==> src/rtl/tat_pkg.sv <==
package tat_pkg;

    localparam int DATA_W      = 32;
    localparam int PRESC_W     = 16;
    localparam int ADDR_W      = 4;
    localparam int FLAG_N      = 2;
    localparam int IE_BASE     = 16;
    localparam int RESTART_BIT = 18;

    localparam logic [DATA_W-1:0] ALARM_OFF = '1;

    typedef enum logic [1:0] {
        REG_MODE   = 2'd0,
        REG_ALARM  = 2'd1,
        REG_VALUE  = 2'd2,
        REG_STATUS = 2'd3
    } reg_sel_e;

    // flag index 0 = alarm, 1 = increment
    localparam int FLAG_ALM = 0;
    localparam int FLAG_INC = 1;

    typedef struct packed {
        logic [FLAG_N-1:0]  ie;
        logic [PRESC_W-1:0] reload;
    } mode_t;

    typedef struct packed {
        logic              valid;
        logic              write;
        reg_sel_e          sel;
        logic [DATA_W-1:0] wdata;
    } bus_req_t;

    function automatic reg_sel_e addr_to_sel(input logic [1:0] word_idx);
        return reg_sel_e'(word_idx);
    endfunction

    function automatic logic [DATA_W-1:0] pack_mode(input mode_t m);
        logic [DATA_W-1:0] r;
        r = '0;
        r[PRESC_W-1:0] = m.reload;
        r[IE_BASE +: FLAG_N] = m.ie;
        return r;
    endfunction

endpackage

==> src/rtl/tat_regfile.sv <==
module tat_regfile
    import tat_pkg::*;
#(
    parameter logic [PRESC_W-1:0] RESET_RELOAD = 16'h8000
) (
    input  logic              clk,
    input  logic              rst,
    input  bus_req_t          req,
    input  logic [DATA_W-1:0] count,
    input  logic [FLAG_N-1:0] flags,
    output mode_t             mode_q,
    output logic [DATA_W-1:0] alarm_q,
    output logic              restart,
    output logic              status_rd,
    output logic              rsp_valid,
    output logic [DATA_W-1:0] rsp_rdata
);

    logic              is_read;
    logic              is_write;
    logic [DATA_W-1:0] read_mux;

    assign is_read   = req.valid && !req.write;
    assign is_write  = req.valid &&  req.write;
    assign restart   = is_write && (req.sel == REG_MODE) && req.wdata[RESTART_BIT];
    assign status_rd = is_read && (req.sel == REG_STATUS);

    always_comb begin
        read_mux = '0;
        case (req.sel)
            REG_MODE:   read_mux = pack_mode(mode_q);
            REG_ALARM:  read_mux = alarm_q;
            REG_VALUE:  read_mux = count;
            REG_STATUS: read_mux[FLAG_N-1:0] = flags;
            default:    read_mux = '0;
        endcase
    end

    always_ff @(posedge clk) begin
        if (rst) begin
            mode_q.reload <= RESET_RELOAD;
            mode_q.ie     <= '0;
            alarm_q       <= ALARM_OFF;
            rsp_valid     <= 1'b0;
            rsp_rdata     <= '0;
        end else begin
            rsp_valid <= is_read;
            if (is_read) begin
                rsp_rdata <= read_mux;
            end
            if (is_write) begin
                case (req.sel)
                    REG_MODE: begin
                        mode_q.reload <= req.wdata[PRESC_W-1:0];
                        mode_q.ie     <= req.wdata[IE_BASE +: FLAG_N];
                    end
                    REG_ALARM: alarm_q <= req.wdata;
                    default: ;
                endcase
            end
        end
    end

endmodule

==> src/rtl/tat_prescaler.sv <==
module tat_prescaler
    import tat_pkg::*;
#(
    parameter int DIV_W = PRESC_W
) (
    input  logic             clk,
    input  logic             rst,
    input  logic             slow_tick,
    input  logic             restart,
    input  logic [DIV_W-1:0] reload,
    output logic             tick
);

    logic [DIV_W-1:0] div_q;
    logic [DIV_W-1:0] last;

    // reload 0 wraps to all ones, giving a full 2**DIV_W period
    assign last = reload - 1'b1;
    // >= lets a shrunken ratio take effect without a long wrap
    assign tick = slow_tick && !restart && (div_q >= last);

    always_ff @(posedge clk) begin
        if (rst || restart) begin
            div_q <= '0;
        end else if (slow_tick) begin
            div_q <= tick ? '0 : div_q + 1'b1;
        end
    end

endmodule

==> src/rtl/tat_counter.sv <==
module tat_counter
    import tat_pkg::*;
#(
    parameter int CNT_W = DATA_W
) (
    input  logic             clk,
    input  logic             rst,
    input  logic             restart,
    input  logic             tick,
    input  logic [CNT_W-1:0] alarm,
    output logic [CNT_W-1:0] count_q,
    output logic             inc_evt,
    output logic             alm_evt
);

    logic [CNT_W-1:0] next_count;
    logic             alarm_armed;

    assign next_count  = count_q + 1'b1;
    assign alarm_armed = (alarm != {CNT_W{1'b1}});
    assign inc_evt     = tick;
    assign alm_evt     = tick && alarm_armed && (next_count == alarm);

    always_ff @(posedge clk) begin
        if (rst || restart) begin
            count_q <= '0;
        end else if (tick) begin
            count_q <= next_count;
        end
    end

endmodule

==> src/rtl/tat_status.sv <==
module tat_status
    import tat_pkg::*;
#(
    parameter int N = FLAG_N
) (
    input  logic         clk,
    input  logic         rst,
    input  logic [N-1:0] evt,
    input  logic         clear,
    input  logic [N-1:0] ie,
    output logic [N-1:0] flags_q,
    output logic         irq
);

    for (genvar i = 0; i < N; i++) begin : g_flag
        always_ff @(posedge clk) begin
            if (rst) begin
                flags_q[i] <= 1'b0;
            end else begin
                // a new event outranks the read-clear of the same cycle
                flags_q[i] <= evt[i] | (flags_q[i] & ~clear);
            end
        end
    end

    assign irq = |(flags_q & ie);

endmodule

==> src/rtl/tick_alarm_timer.sv <==
module tick_alarm_timer
    import tat_pkg::*;
#(
    parameter logic [PRESC_W-1:0] RESET_RELOAD = 16'h8000
) (
    input  logic              clk,
    input  logic              rst,
    input  logic              slow_tick,
    input  logic              req_valid,
    input  logic              req_write,
    input  logic [ADDR_W-1:0] req_addr,
    input  logic [DATA_W-1:0] req_wdata,
    output logic              rsp_valid,
    output logic [DATA_W-1:0] rsp_rdata,
    output logic              irq
);

    bus_req_t          req;
    mode_t             mode_q;
    logic [DATA_W-1:0] alarm_q;
    logic [DATA_W-1:0] count_q;
    logic [FLAG_N-1:0] flags_q;
    logic [FLAG_N-1:0] evt;
    logic              restart;
    logic              status_rd;
    logic              tick;
    logic              inc_evt;
    logic              alm_evt;
    logic              addr_unused;

    // registers are word aligned; byte lane bits carry no meaning
    assign addr_unused = ^req_addr[1:0];

    assign req.valid = req_valid;
    assign req.write = req_write;
    assign req.sel   = addr_to_sel(req_addr[3:2]);
    assign req.wdata = req_wdata;

    assign evt[FLAG_ALM] = alm_evt;
    assign evt[FLAG_INC] = inc_evt;

    tat_regfile #(
        .RESET_RELOAD(RESET_RELOAD)
    ) u_regs (
        .clk       (clk),
        .rst       (rst),
        .req       (req),
        .count     (count_q),
        .flags     (flags_q),
        .mode_q    (mode_q),
        .alarm_q   (alarm_q),
        .restart   (restart),
        .status_rd (status_rd),
        .rsp_valid (rsp_valid),
        .rsp_rdata (rsp_rdata)
    );

    tat_prescaler #(
        .DIV_W(PRESC_W)
    ) u_presc (
        .clk       (clk),
        .rst       (rst),
        .slow_tick (slow_tick),
        .restart   (restart),
        .reload    (mode_q.reload),
        .tick      (tick)
    );

    tat_counter #(
        .CNT_W(DATA_W)
    ) u_cnt (
        .clk     (clk),
        .rst     (rst),
        .restart (restart),
        .tick    (tick),
        .alarm   (alarm_q),
        .count_q (count_q),
        .inc_evt (inc_evt),
        .alm_evt (alm_evt)
    );

    tat_status #(
        .N(FLAG_N)
    ) u_stat (
        .clk     (clk),
        .rst     (rst),
        .evt     (evt),
        .clear   (status_rd),
        .ie      (mode_q.ie),
        .flags_q (flags_q),
        .irq     (irq)
    );

endmodule

==> config.mk <==
export PLATFORM = sky130hd
export DESIGN_NAME = tick_alarm_timer
export DESIGN_NICKNAME = d
export VERILOG_FILES = /design/src/rtl/tat_pkg.sv /design/src/rtl/tat_regfile.sv /design/src/rtl/tat_prescaler.sv /design/src/rtl/tat_counter.sv /design/src/rtl/tat_status.sv /design/src/rtl/tick_alarm_timer.sv
export SDC_FILE = /design/constraint.sdc
export NUM_CORES = 1
export LEC_CHECK = 0
export BUFFER_PORTS_ARGS = -buffer_cell sky130_fd_sc_hd__buf_2
export CAP_MARGIN = 25
export CORE_ASPECT_RATIO = 1.4
export CORE_MARGIN = 4
export CORE_UTILIZATION = 64
export DETAILED_ROUTE_END_ITERATION = 10
export GPL_TIMING_DRIVEN = 0
export PLACE_DENSITY_LB_ADDON = 0.05
export SETUP_SLACK_MARGIN = 0.2
export SLEW_MARGIN = 10
export SYNTH_ARGS = -nofsm -noshare
export SYNTH_HDL_FRONTEND = slang
export SYNTH_HIERARCHICAL = 1
export SYNTH_SLANG_ARGS = --single-unit
==> constraint.sdc <==
create_clock -name clk -period 6.3 [get_ports clk]
set_input_delay 0.63 -clock clk [delete_from_list [all_inputs] [get_ports clk]]
set_output_delay 0.63 -clock clk [all_outputs]
set_load 0.02 [all_outputs]
Word-level counts from Yosys, hierarchy flattened:

Cells that the tools add are included.

* muxes and demuxes: 3
* $lt $le $gt $ge: 1
* reduce and logical (&&, ||, !) cells: 16
* bitwise operators: 6
* $add $sub $neg: 3
* equal/unequal tests: 5

Operators with widths (number)
* one-hot mux 30 bit (3 select lines): 1
* adder 32 x 1 -> 32 bit, second input constant: 1
* == test 32 bit: 1
* != test 32 bit, second input constant: 1
* adder 16 x 1 -> 16 bit, second input constant: 1
* >= comparator 16 bit: 1
* two-way mux 16 bit: 1
* subtractor 16 x 1 -> 16 bit, second input constant: 1
* logical AND 1 bit: 9
* one-hot mux 2 bit (4 select lines): 1
* == test 2 bit, second input constant: 2
* AND reduction 2 bit: 2
* AND 1 bit: 2
* AND 2 bit: 1
* == test 2 x 1 -> 1 bit, second input constant: 1
* logical NOT 1 bit: 2
* logical NOT 2 bit: 1
* OR 1 bit: 2
* OR reduction 2 bit: 1
* logical OR 1 bit: 1
* NOT 1 bit: 1

* logic and storage cells: 43
* register bits: 133
* input port bits: 41
* output and inout port bits: 34

Logic depth before layout (Yosys ltp):

* word-level depth: 9
* gate-level depth with buffers: 20
* depth with buffers taken out: 20

By module:

The synthesis kept the hierarchy.

Modules (own cells, without submodules)
* tat_regfile: area each 3429.5 um^2, cells an instance 346, instances 1, sequential area each 1661.6 um^2
* tat_counter: area each 2507.4 um^2, cells an instance 319, instances 1, sequential area each 640.6 um^2
* tat_prescaler: area each 1408.9 um^2, cells an instance 164, instances 1, sequential area each 320.3 um^2
* tat_status: area each 78.8 um^2, cells an instance 9, instances 1, sequential area each 40.0 um^2

Worst setup path after synthesis:

No wires, ideal clock.

* kind: register to register
* start point: register, netlist name u_regs/mode_q[5]
* end point: register u_stat.flags_q[0]
* required time: 6230 ps
* cell stages (with the launch flop): 20
* clock period less this slack: 3973 ps
* library setup time: 70 ps
* path slack: 2327 ps
* data arrival time: 3903 ps
* buffers on the path: 0
* cells stage by stage: dfxtp_1 nor4_2 nand2_1 or4_1 nor4_2 xnor2_1 ha_1 and4_1 and2_1 o311a_1 o31a_1 nor2b_1 o2111ai_1 nor4b_1 nand3_1 nor4_1 nand4_1 nor4_2 inv_1 a21oi_1

* cells in the longest elaborated chain, start to end: 6

RTL lines
* subtractor 16 x 1 -> 16 bit: line tat_prescaler.sv:18 `assign last = reload - 1'b1;`
* >= comparator 16 bit: line tat_prescaler.sv:20 `assign tick = slow_tick && !restart && (div_q >= last);`
* logical AND 1 bit: line tat_prescaler.sv:20
* via tick: line tick_alarm_timer.sv:26 `logic tick;`
* logical AND 1 bit (2 in a row): line tat_counter.sv:22 `assign alm_evt = tick && alarm_armed && (next_count == alarm);`
* via alm_evt: line tick_alarm_timer.sv:28 `logic alm_evt;`
* OR 1 bit: line tat_status.sv:21 `flags_q[i] <= evt[i] | (flags_q[i] & ~clear);`
* to (signal, indexed assignment): line tat_status.sv:21
* to (decl): line tat_status.sv:11 `output logic [N-1:0] flags_q,`

The timed path passes the listed nets, and every way through them passes these cells.
A chain may end at the register's enable or synchronous reset.

Final worst setup path:

* start point: register, netlist name u_regs/mode_q[4]
* end point: register u_cnt.count_q[31]

* cells in the longest elaborated chain, start to end: 3

RTL lines
* subtractor 16 x 1 -> 16 bit: line tat_prescaler.sv:18
* >= comparator 16 bit: line tat_prescaler.sv:20
* logical AND 1 bit: line tat_prescaler.sv:20
* via tick: line tick_alarm_timer.sv:26
* to (signal assigned): line tat_counter.sv:28 `count_q <= next_count;`
* to (decl): line tat_counter.sv:11 `output logic [CNT_W-1:0] count_q,`

The timed path passes the listed nets, and every way through them passes these cells.

==> flow_summary.toml <==
[critical_path]
rrSetupSlack_ps = 1000
reg2reg_depth = 16
required_ps = 6580
r2r_end = "u_cnt/count_q[31]"
arrival_ps = 5570
critPathKind = "reg -> reg"
cp_max_fo = 10
worstSetupEndpointType = "flip-flop"
r2r-start = "u_regs/mode_q[4]"
start_kind = "flip-flop"

[global_routing]
grt_pass1_wl_mm = 35.0
antenna_found_initial = 0
grt-ovfl-total = 0
grt_max_degree = 17
groute.usage.overall = 0.332
grt_pass1_vias = 7060

[cts]
cts_hold_buffers = 0
cts_tree = "done"
cts-root-buf = "clkbuf_16"
postCtsSetupBuffers = 0
clock_path_buffers = 2
clock_sinks = 133
insertion_delay_ps = 420
cts.repair.resized = 0
clkTransAtPathRegs_ps = 60
numCtsBuffers = 17
h-tree-depth = 4

[synthesis]
syn-instance-count = 838
synthArstFlopShare = 0
synthDistinctLibCells = 66
syn_area_sq_um = 7420
yosys.area.top_type_share = 0.359
seq_area_frac_synth = 0.359
syn_nets = 898
synth.ff_latch_count = 133
yosysTopAreaCell = "dfxtp_1"
yosys_warnings = 6
ys.flop_type = "dfxtp_1"
synth_edf_count = 0
avgSynthCellArea_sq_um = 8.86
synth.area.top_cells = "dfxtp_1 36%, xnor2_1 6.5%, xor2_1 5.9%, nand2_1 4.3%, a211o_1 3.8%"

[route]
post_drt_wl_per_cell_microns = 20.6
drtPass1Iterations = 5
wl_mm = 22.3
postRouteAntennaNets = 0
via_per_inst = 6.35
drtIter0Drc = 551
vias = 6882
drcViolationCount = 0

[timing]
period_needed_ps = 5300
hold_viol_final = 0
max_freq_ghz = 0.189
slew_headroom = 0.302
timing.hold.ws_ps = 408
finalSetupViolations = 0
period_share = 0.840
final_max_slew_viol_count = 0
fin_setup_tns_ps = 0
fin_skew_ps = 7.78
tightest_slew_ps = 1040
rsz0062_at_grt = "no"

[power_and_ir_drop]
total_power_w = 0.00212
ir_worst_vdd_v = 0.000173
power_density_nw_per_um2 = 247
power.static_leakage_nw = 3.37

[die]
coreArea_sq_um = 11300
dieArea_sq_um = 13400
fp.dieH_microns = 135
rows = 46
die_x_microns = 99.0
num_io_pins = 75
start_util = 0.655

[min_path]
min-delay-start = "req_wdata[29]"
hold_path_depth = 2
hold_path_class = "in -> reg"
hold_end = "u_regs/alarm_q[29]"

[final_layout]
fin_nets = 987
layout_commonest_cell = "dfxtp_1"
n_antenna_cell = 0
drive_above_1_share = 0.176
syn_to_final_growth_pct = 15.6
layout_common_cells = "133 x dfxtp_1, 90 x buf_2, 85 x nand2_1"

[job]
cap_violations = 0

[place]
portBuffers = 70
gp_congestion = 0.988
hpwl_mm = 17.0

[status]
status = "complete, no violations"
-- sequential cells by signal, summed over array words and instances, names as in the netlist --
signal            cells
u_regs/rsp_rdata     32
u_presc/div_q        16
u_regs/rsp_valid      1
u_cnt/count_q        32
u_regs/alarm_q       32
u_stat/flags_q        2
u_regs/mode_q        18
-- worst max path at each step --
| stage | start | end | slack, ps | depth (start not counted) |
|---|---|---|---|---|
| after CTS | u_regs/mode_q[4] | u_cnt/count_q[31] | 1150 | 16 |
| after floorplan | u_regs/mode_q[5] | u_stat/flags_q[0] | 2330 | 19 |
| after global routing | u_regs/mode_q[5] | u_stat/flags_q[0] | 800 | 19 |
| after detailed placement | u_regs/mode_q[4] | u_cnt/count_q[23] | 1230 | 16 |
| after global placement | u_regs/mode_q[5] | u_cnt/count_q[23] | 1340 | 16 |
| final | u_regs/mode_q[4] | u_cnt/count_q[31] | 1000 | 16 |
-- cell families (layout without fill, tap and decap cells) --
group           after synthesis  in the layout  synth area share
simple gates                349            349             0.260
mux                          20             20            0.0303
xor+xnor                    105            105             0.124
buf+inv                      66            168            0.0458
compound gates              146            146             0.150
fa+ha+maj                    19             19            0.0320
flops                       133            133             0.359
-- cell usage after synthesis (all sizes together), types with 2 or more instances --
| cell type | instances |
|---|---|
| and2 | 39 |
| buf | 35 |
| or3 | 6 |
| nand2b | 8 |
| o2bb2ai | 16 |
| nor4 | 16 |
| dfxtp | 133 |
| or4 | 2 |
| o2111ai | 3 |
| a22o | 17 |
| and4 | 4 |
| a221oi | 14 |
| xnor2 | 55 |
| ha | 19 |
| or2 | 3 |
| o21ai | 11 |
| a211oi | 2 |
| nor2b | 10 |
| nand2 | 85 |
| xor2 | 50 |
| mux4 | 2 |
| nand3 | 21 |
| a211o | 32 |
| mux2i | 18 |
| nor3 | 40 |
| and3 | 16 |
| clkbuf | 21 |
| inv | 10 |
| o22ai | 5 |
| nand3b | 3 |
| a31oi | 2 |
| nand4 | 28 |
| nor3b | 2 |
| nor2 | 60 |
| a21oi | 34 |
-- layer usage --
metal	vias to the layer above	global-route usage	part of all wire
met3	99	0.0603	0.053
met5	-	0	0
met1	3320	0.332	0.36
li1	3174	-	-
met4	0	0.198	0.053
met2	289	0.626	0.54
-- worst max-delay path, cell delays in order, from the launching register on --
cell and delay, ps:
dfxtp_1 370, nor4_2 310, nand2_1 190, or4_1 560, nor4_2 210, xnor2_1 120
ha_1 320, and4_1 210, and2_1 230, o311a_1 270, o31a_1 350, nor2b_1 490
clkbuf_1 500, clkbuf_1 570, nand2_1 180, xor2_1 200, nor2_1 60
-- through the flow --
stage	area, sq um	setup WS (ps)	instances	util
after floorplan	7420	2330	838	-
after global placement	7960	1340	1052	0.702
after detailed placement	7960	1230	1052	0.702
after CTS	8580	1150	1084	0.757
after global routing	8580	798	1084	0.757
final	8580	1000	1084	0.757
-- final cells by class --
class / count / area, sq um
clock buffers: 19 / 453
well taps: 144 / 180
fillers: 826 / 2760
flip-flops and latches: 133 / 2660
multi-input cells: 639 / 4420
plain buffers: 56 / 303
inverters: 10 / 37.5
clock inverters: 13 / 171
repair buffers: 70 / 350
-- power breakdown --
group | internal, W | leakage, nW | total, W | switching, W
Sequential | 0.000861 | 1.08 | 0.000883 | 0.0000211
Clock | 0.000647 | 0.288 | 0.00103 | 0.000385
Combinational | 0.0000834 | 2.00 | 0.000206 | 0.000123
Total | 0.00159 | 3.37 | 0.00212 | 0.000528
(Power assumes the default switching activity.)
